`config.mk`:
```
export PLATFORM = sky130hd
export DESIGN_NAME = dwls_unit
export DESIGN_NICKNAME = d
export VERILOG_FILES = /design/src/rtl/dwls_pkg.sv /design/src/rtl/dwls_addr_gen.sv /design/src/rtl/dwls_data_steer.sv /design/src/rtl/dwls_seq.sv /design/src/rtl/dwls_unit.sv
export SDC_FILE = /design/constraint.sdc
export NUM_CORES = 1
export LEC_CHECK = 0
export BUFFER_PORTS_ARGS = -buffer_cell sky130_fd_sc_hd__buf_2
export CAP_MARGIN = 20
export CORE_AREA = 2 2 157 159
export DETAILED_ROUTE_END_ITERATION = 8
export DIE_AREA = 0 0 159 161
export GPL_TIMING_DRIVEN = 0
export PLACE_DENSITY = 0.73
export RECOVER_POWER = 100
export SLEW_MARGIN = 10
export SYNTH_ARGS = -nofsm -noshare
export SYNTH_HDL_FRONTEND = slang
export SYNTH_SLANG_ARGS = --single-unit
```
`constraint.sdc`:
```
create_clock -name clk -period 5.1 [get_ports clk]
set_clock_uncertainty 0.1 [all_clocks]
set_input_delay 0.765 -clock clk [delete_from_list [all_inputs] [get_ports clk]]
set_output_delay 0.765 -clock clk [all_outputs]
set_load 0.05 [all_outputs]
```
`src/rtl/dwls_pkg.sv`:
```
package dwls_pkg;

    typedef struct packed {
        logic pre;
        logic add;
        logic imm;
        logic wb;
        logic load;
    } mode_t;

    typedef enum logic [1:0] {
        ST_IDLE = 2'd0,
        ST_REQ  = 2'd1,
        ST_WAIT = 2'd2,
        ST_DONE = 2'd3
    } state_t;

    function automatic mode_t unpack_mode(input logic [4:0] raw);
        return mode_t'(raw);
    endfunction

endpackage

```
`src/rtl/dwls_addr_gen.sv`:
```
module dwls_addr_gen #(
    parameter int DW   = 32,
    parameter int IMMW = 4
) (
    input  logic          pre,
    input  logic          add,
    input  logic          imm,
    input  logic          wb,
    input  logic [DW-1:0] base,
    input  logic [DW-1:0] roff,
    input  logic [IMMW-1:0] imm_hi,
    input  logic [IMMW-1:0] imm_lo,
    output logic [DW-1:0] addr,
    output logic [DW-1:0] base_next,
    output logic          base_we
);
    localparam int IMM_TOT = 2 * IMMW;
    localparam int PAD_W   = DW - IMM_TOT;

    logic [DW-1:0] offset;
    logic [DW-1:0] moved;

    always_comb begin
        offset    = imm ? {{PAD_W{1'b0}}, imm_hi, imm_lo} : roff;
        moved     = add ? (base + offset) : (base - offset);
        addr      = pre ? moved : base;
        base_next = moved;
        base_we   = !pre || wb;
    end
endmodule

```
`src/rtl/dwls_data_steer.sv`:
```
module dwls_data_steer #(
    parameter int DW = 32
) (
    input  logic [DW-1:0]   src_even,
    input  logic [DW-1:0]   src_odd,
    input  logic [2*DW-1:0] rdata,
    output logic [2*DW-1:0] wdata,
    output logic [DW-1:0]   rd_even,
    output logic [DW-1:0]   rd_odd
);
    always_comb begin
        wdata   = {src_odd, src_even};
        rd_even = rdata[DW-1:0];
        rd_odd  = rdata[2*DW-1:DW];
    end
endmodule

```
`src/rtl/dwls_seq.sv`:
```
module dwls_seq
    import dwls_pkg::*;
(
    input  logic   clk,
    input  logic   rst,
    input  logic   start,
    input  logic   rsp_valid,
    output state_t state,
    output logic   accept,
    output logic   take
);
    state_t nxt;

    always_comb begin
        accept = (state == ST_IDLE) && start;
        take   = ((state == ST_REQ) || (state == ST_WAIT)) && rsp_valid;
        nxt    = state;
        unique case (state)
            ST_IDLE: if (start) nxt = ST_REQ;
            ST_REQ:  nxt = rsp_valid ? ST_DONE : ST_WAIT;
            ST_WAIT: if (rsp_valid) nxt = ST_DONE;
            ST_DONE: nxt = ST_IDLE;
            default: nxt = ST_IDLE;
        endcase
    end

    always_ff @(posedge clk) begin
        if (rst) state <= ST_IDLE;
        else     state <= nxt;
    end
endmodule

```
`src/rtl/dwls_unit.sv`:
```
module dwls_unit
    import dwls_pkg::*;
#(
    parameter int DW   = 32,
    parameter int IMMW = 4
) (
    input  logic              clk,
    input  logic              rst,
    input  logic              start,
    input  logic [4:0]        mode,
    input  logic [DW-1:0]     base_in,
    input  logic [DW-1:0]     offset_in,
    input  logic [IMMW-1:0]   imm_hi,
    input  logic [IMMW-1:0]   imm_lo,
    input  logic [DW-1:0]     src_even,
    input  logic [DW-1:0]     src_odd,
    output logic              busy,
    output logic              mem_req,
    output logic              mem_we,
    output logic [DW-1:0]     mem_addr,
    output logic [2*DW-1:0]   mem_wdata,
    input  logic              mem_rsp_valid,
    input  logic [2*DW-1:0]   mem_rdata,
    output logic              done,
    output logic              base_we,
    output logic [DW-1:0]     base_wdata,
    output logic [DW-1:0]     ld_even,
    output logic [DW-1:0]     ld_odd
);
    localparam int QW = 2 * DW;

    mode_t          m;
    state_t         st;
    logic           accept, take;
    logic [DW-1:0]  ag_addr, ag_bnext;
    logic           ag_bwe;
    logic [QW-1:0]  ds_wdata;
    logic [DW-1:0]  ds_even, ds_odd;

    logic [DW-1:0]  addr_q, bnext_q, even_q, odd_q;
    logic [QW-1:0]  wdata_q;
    logic           we_q, bwe_q;

    assign m = unpack_mode(mode);

    dwls_seq u_seq (
        .clk       (clk),
        .rst       (rst),
        .start     (start),
        .rsp_valid (mem_rsp_valid),
        .state     (st),
        .accept    (accept),
        .take      (take)
    );

    dwls_addr_gen #(.DW(DW), .IMMW(IMMW)) u_agen (
        .pre       (m.pre),
        .add       (m.add),
        .imm       (m.imm),
        .wb        (m.wb),
        .base      (base_in),
        .roff      (offset_in),
        .imm_hi    (imm_hi),
        .imm_lo    (imm_lo),
        .addr      (ag_addr),
        .base_next (ag_bnext),
        .base_we   (ag_bwe)
    );

    dwls_data_steer #(.DW(DW)) u_steer (
        .src_even (src_even),
        .src_odd  (src_odd),
        .rdata    (mem_rdata),
        .wdata    (ds_wdata),
        .rd_even  (ds_even),
        .rd_odd   (ds_odd)
    );

    always_ff @(posedge clk) begin
        if (rst) begin
            addr_q  <= '0;
            bnext_q <= '0;
            wdata_q <= '0;
            we_q    <= 1'b0;
            bwe_q   <= 1'b0;
            even_q  <= '0;
            odd_q   <= '0;
        end else begin
            if (accept) begin
                addr_q  <= ag_addr;
                bnext_q <= ag_bnext;
                bwe_q   <= ag_bwe;
                we_q    <= !m.load;
                wdata_q <= ds_wdata;
            end
            if (take && !we_q) begin
                even_q <= ds_even;
                odd_q  <= ds_odd;
            end
        end
    end

    assign busy       = (st != ST_IDLE);
    assign mem_req    = (st == ST_REQ);
    assign done       = (st == ST_DONE);
    assign mem_we     = we_q;
    assign mem_addr   = addr_q;
    assign mem_wdata  = wdata_q;
    assign base_we    = done && bwe_q;
    assign base_wdata = bnext_q;
    assign ld_even    = even_q;
    assign ld_odd     = odd_q;
endmodule

```
# == Yosys cells after proc, flatten, opt, wreduce, memory -nomap -nowiden ==
# Index checks and enable logic that the tools add are counted.
# W data, S select, Z words.
# totals
elab_cells,34
output_inout_bits,197
reg_bits,196
inputBits,209
# op_classes
eq_ne,5
mux,7
n_addsub,2
n_reduce_logical,12
# op_table
operator,n
$mux W32,3
$add A32 B32 Y32,1
$sub A32 B32 Y32,1
$pmux W2 S4,1
$eq A2 B2 Y1 const B,2
$logic_and A1 B1 Y1,4
$mux W2,2
$ne A2 B2 Y1 const B,2
$logic_not A1 Y1,3
$eq A2 B1 Y1 const B,1
$logic_not A2 Y1,1
$logic_or A1 B1 Y1,2
$reduce_and A2 Y1,1
$reduce_bool A2 Y1,1
$mux W1,1

# == Logic depth before layout (Yosys ltp) ==
# depth
word_depth,4
mapped_depth,22
mapped_depth_nobuf,19

# == Hierarchy ==
# From an unflattened synthesis, not the netlist that was laid out.
# unflattened
hier_cells,1416
area_unflattened_um2,12389.4
# modules_own_cells
module,area_per_inst_um2,seq_area_each_um2,cells_per_inst,instances
dwls_unit,7587.3,3883.7,715,1
dwls_addr_gen,3652.3,0.0,554,1
dwls_data_steer,960.9,0.0,128,1
dwls_seq,188.9,40.0,19,1

# == Worst setup path after synthesis ==
# OpenSTA, ideal clock, no wires.
# synth_path
kind,input -> register
startpoint,input mode[2]
endpoint,register bnext_q[27] (netlist: base_wdata[27])
slack_ns,-0.036
setup_time_ns,0.115
path_stages,21
arrival_ns,4.922
n_path_buf,3
t_required_ns,4.885
path_cell_list,buf_2 -> buf_1 -> clkbuf_1 -> mux2i_1 -> ha_1 -> nor2b_2 -> nor3b_2 -> nand3_1 -> nor2_1 -> nor2_1 -> nor2_1 -> nor2_1 -> ha_1 -> a21o_1 -> o21bai_1 -> a221o_1 -> a31o_2 -> a21oi_1 -> xor2_1 -> nor2_1 -> o21a_1
# synth_via
elab_chain_cells,3
elab_cells_between_ends,4
# synth_rtl
item,line_no,source
from (decl),dwls_unit.sv:10,"input logic [4:0] mode,"
$mux W32 (*),dwls_addr_gen.sv:24,"offset = imm ? {{PAD_W{1'b0}}, imm_hi, imm_lo} : roff;"
$sub A32 B32 Y32 or $add A32 B32 Y32 (tied branches),dwls_addr_gen.sv:25,moved = add ? (base + offset) : (base - offset);
$mux W32 (*),dwls_addr_gen.sv:25,
to (signal assigned),dwls_unit.sv:91,bnext_q <= ag_bnext;
to (decl),dwls_unit.sv:40,"logic [DW-1:0] addr_q, bnext_q, even_q, odd_q;"
# Mark *: on every way between the ends. The rest lies on a longest branch, timed or not.
# A chain may end at the register's enable or synchronous reset.

# == Final worst setup path ==
# Ends and elaborated chain as after synthesis.

==> run_results.csv <==
group,metric,value,unit
status,outcome,"finished, final reports clean",
cts,cts_buffers,17,
cells_and_area,nFillCells,2493,
cells_and_area,fin_area,12700,um2
power,leakagePower,5.12,nW
logic_synthesis,ys_warn_count,0,
detailed_routing,routedWlPerCell,17.6,um
grt,grt_pass1_vias,9889,
floorplan,num_rows,57,
floorplan,die_w,159,um
logic_synthesis,postSynthCellCount,1284,
worst_setup_path,crit_family,"simple AND/OR/NAND/NOR gates",
grt,grt_pass1_wl,54000,um
logic_synthesis,syn_nets,1538,
logic_synthesis,synthArstFlopShare,0,
worst_setup_path,critPathMostFrequentCell,"nor2_1",
worst_setup_path,path_buf_inv,3,
cts,cts_buffer_depth,2,
cts,cts_tree,"built",
logic_synthesis,synth_cell_type_count,64,
cts,cts_root_buf,"clkbuf_16",
cells_and_area,syn_to_final_growth,29.8,%
timing,fmax,0.205,GHz
logic_synthesis,synthXorXnorAreaFrac,0.0384,
timing,drv_slew,0,
detailed_routing,avgViaCountPerCell,5.27,
min_path,hold_path.class,"reg2reg",
logic_synthesis,synth_fa_ha_area_frac,0.0582,
timing,timing_hold_violations_final,0,
min_path,whs_endpoint,"mem_wdata[63]",
grt,antenna_found_initial,9,
placed_design,place.port_buffers,401,
detailed_routing,route.detailed.drc,0,
logic_synthesis,seq_area_frac_synth,0.400,
worst_setup_path,ff2ff_setup_slack,2.49,ns
worst_setup_path,slowest_delay,0.33,ns
cts,clk_pin_slew,0.08,ns
min_path,hold_depth,2,
logic_synthesis,synth-seq-cells,196,
cells_and_area,final_core_util,0.531,
floorplan,start_util,0.409,
timing,fin_tns_setup,0,ns
detailed_routing,drt_first_iter_violations,734,
worst_setup_path,worstSetupPathType,"in2reg",
cells_and_area,final_cell_mix,"342 x nand2_1, 266 x clkbuf_1, 215 x a21oi_1, 206 x buf_2, 196 x dfxtp_1",
logic_synthesis,synth_top_family_by_area,"simple AND/OR/NAND/NOR gates",
logic_synthesis,synth_top_flop_cell,"dfxtp_1",
power,power.density,534,nW/um2
worst_setup_path,cp.arrival,5.11,ns
cts,cts.sinks,196,
floorplan,io_pins,406,
detailed_routing,vias,10800,
timing,layout_min_cycle_time,4.88,ns
timing,setup_viol,0,
placed_design,dpl_cell_area,12200,um2
worst_setup_path,worst_setup_path_start_kind,"input port",
cells_and_area,drive_gt1_frac,0.157,
logic_synthesis,synth-edff-count,0,
worst_setup_path,r2r-start,"u_seq.state[0]",
logic_synthesis,synthMuxAreaShare,0.0256,
min_path,hp-start,"mem_wdata[63]",
logic_synthesis,synth-simple-area-share,0.226,
cells_and_area,regArea,3920,um2
worst_setup_path,slowest_stage,"a221o_1",
timing,relSlewSlack,0.424,
floorplan,fp.dieH,161,um
detailed_routing,routed_wl,36100,um
worst_setup_path,crit_cells,21,
placed_design,place.gp.congestion,0.924,
worst_setup_path,path_max_fanout,10,
grt,grt_max_degree,20,
cells_and_area,final_nets,1966,
timing,hold_ws,0.353,ns
cells_and_area,layout_commonest_cell,"nand2_1",
power,p_total,6.80,mW
logic_synthesis,syn_area_per_cell,7.64,um2
cts,cts_htree_levels,4,
detailed_routing,dr.pass1.iters,7,
floorplan,coreArea,24000,um2
floorplan,dieArea,25600,um2
placed_design,hpwl,28800,um
cts,clk_latency,0.43,ns
grt,overflow,0,
power,vdd_drop_max,0.258,mV
flow_run,max_cap_viol_count,0,
cells_and_area,multiInputGateArea,5600,um2
worst_setup_path,worstReg2RegEnd,"mem_wdata[25]",
worst_setup_path,path_cells,"buf_2 -> buf_6 -> clkbuf_8 -> mux2i_2 -> ha_1 -> nor2b_4 -> nor3b_4 -> nand3_4 -> nor2_2 -> nor2_1 -> nor2_2 -> nor2_1 -> ha_1 -> a21o_1 -> o21bai_1 -> a221o_1 -> a31o_2 -> a21oi_1 -> xor2_1 -> nor2_1 -> o21a_1",
logic_synthesis,synth_area,9810,um2
detailed_routing,route.antenna.remaining_nets,0,
worst_setup_path,worstRegToRegCells,7,
worst_setup_path,cp-end-kind,"flip-flop",
timing,tightest_slew,0.863,ns
timing,fin_crit_sh,0.956,
logic_synthesis,synth_compound_area_frac,0.216,
grt,track_usage,0.266,
worst_setup_path,cp.required,5.34,ns
## registers in the layout, summed over array words and instances (netlist names)
register and cells:
base_wdata 32, bwe_q 1, ld_even 32, ld_odd 32
mem_addr 32, mem_wdata 64, mem_we 1, u_seq.state 2
## cells by family after synthesis
logic type	after synthesis
simple gates	522
mux	25
buf+inv	93
flops	196
xor+xnor	43
fa+ha+maj	45
compound gates	360
## power by group
part	leakage [nW]	total [mW]	internal [mW]	switching (mW)
Combinational	3.22	3.32	0.738	2.58
Sequential	1.61	2.10	1.89	0.204
Clock	0.295	1.38	0.715	0.665
## synth_stat cells, types with 4 or more instances
library cell	instances	area, um2
nor2b_1	8	50.1
a21o_1	20	150
nor2_1	85	319
o22ai_1	4	25.0
and2_1	10	62.6
clkbuf_1	68	255
nand4_1	4	25.0
nand3_1	17	85.1
a211oi_1	28	210
mux2i_1	24	240
xnor2_1	29	254
nand2b_1	6	37.5
buf_1	12	45.0
nor4_1	4	25.0
dfxtp_1	196	3920
inv_1	10	37.5
o31ai_1	4	30.0
xor2_1	14	123
nand2_1	342	1280
a21oi_1	212	1060
nor3_1	20	100
ha_1	44	551
o21ai_1	6	30.0
o21a_1	4	30.0
a311oi_1	7	61.3
o21ai_0	30	150
or3_1	5	31.3
a31oi_1	17	106
## metal layers
layer  share of wire  global-route usage  wire [um]
met3           0.069              0.0516       2480
met5          0.0013                   0         46
met2            0.49               0.460      17500
met4           0.038               0.126       1360
met1            0.41               0.318      14700
## final cells by class
class / count / area share
flip-flops and latches: 196 / 0.308
diodes: 6 / 0.00118
multi-input cells: 995 / 0.440
well taps: 324 / 0.0318
clock inverters: 13 / 0.0126
inverters: 11 / 0.00324
repair buffers: 409 / 0.143
clock buffers: 18 / 0.0345
plain buffers: 82 / 0.0257
## repair_timing
| action | in CTS | in global routing |
|---|---|---|
| pin swaps | 0 | 4 |
| setup buffers | 0 | 8 |
| endpoints found under the setup margin | 25 | 21 |
| hold buffers | 0 | 0 |
| gates resized for setup | 8 | 16 |
| hold endpoints to repair | 0 | 0 |
| gates cloned | 0 | 0 |
## worst max path at each step
stage               slack, ns     from              to
floorplan                0.08  mode[2]  base_wdata[27]
global placement        -1.06  mode[2]  base_wdata[27]
detailed placement      -1.17  mode[2]  base_wdata[27]
CTS                      0.03  mode[2]  base_wdata[27]
global route            -0.05  mode[2]  base_wdata[27]
finish                   0.22  mode[2]  base_wdata[27]
## through the flow
stage / instances / setup slack (ns)
finish: 2054 / 0.224
global route: 2053 / -0.0493
CTS: 2040 / 0.0312
detailed placement: 2009 / -1.17
global placement: 2009 / -1.06
floorplan: 1284 / 0.0771
## worst register-to-register path: stages (launching register included)
cell	delay, ns
dfxtp_1	0.36
inv_1	0.11
ha_1	0.25
nand2_1	0.28
clkbuf_1	0.70
clkbuf_1	0.47
nand2_1	0.12
a21oi_1	0.16
Power figures use the tool's default switching activity.
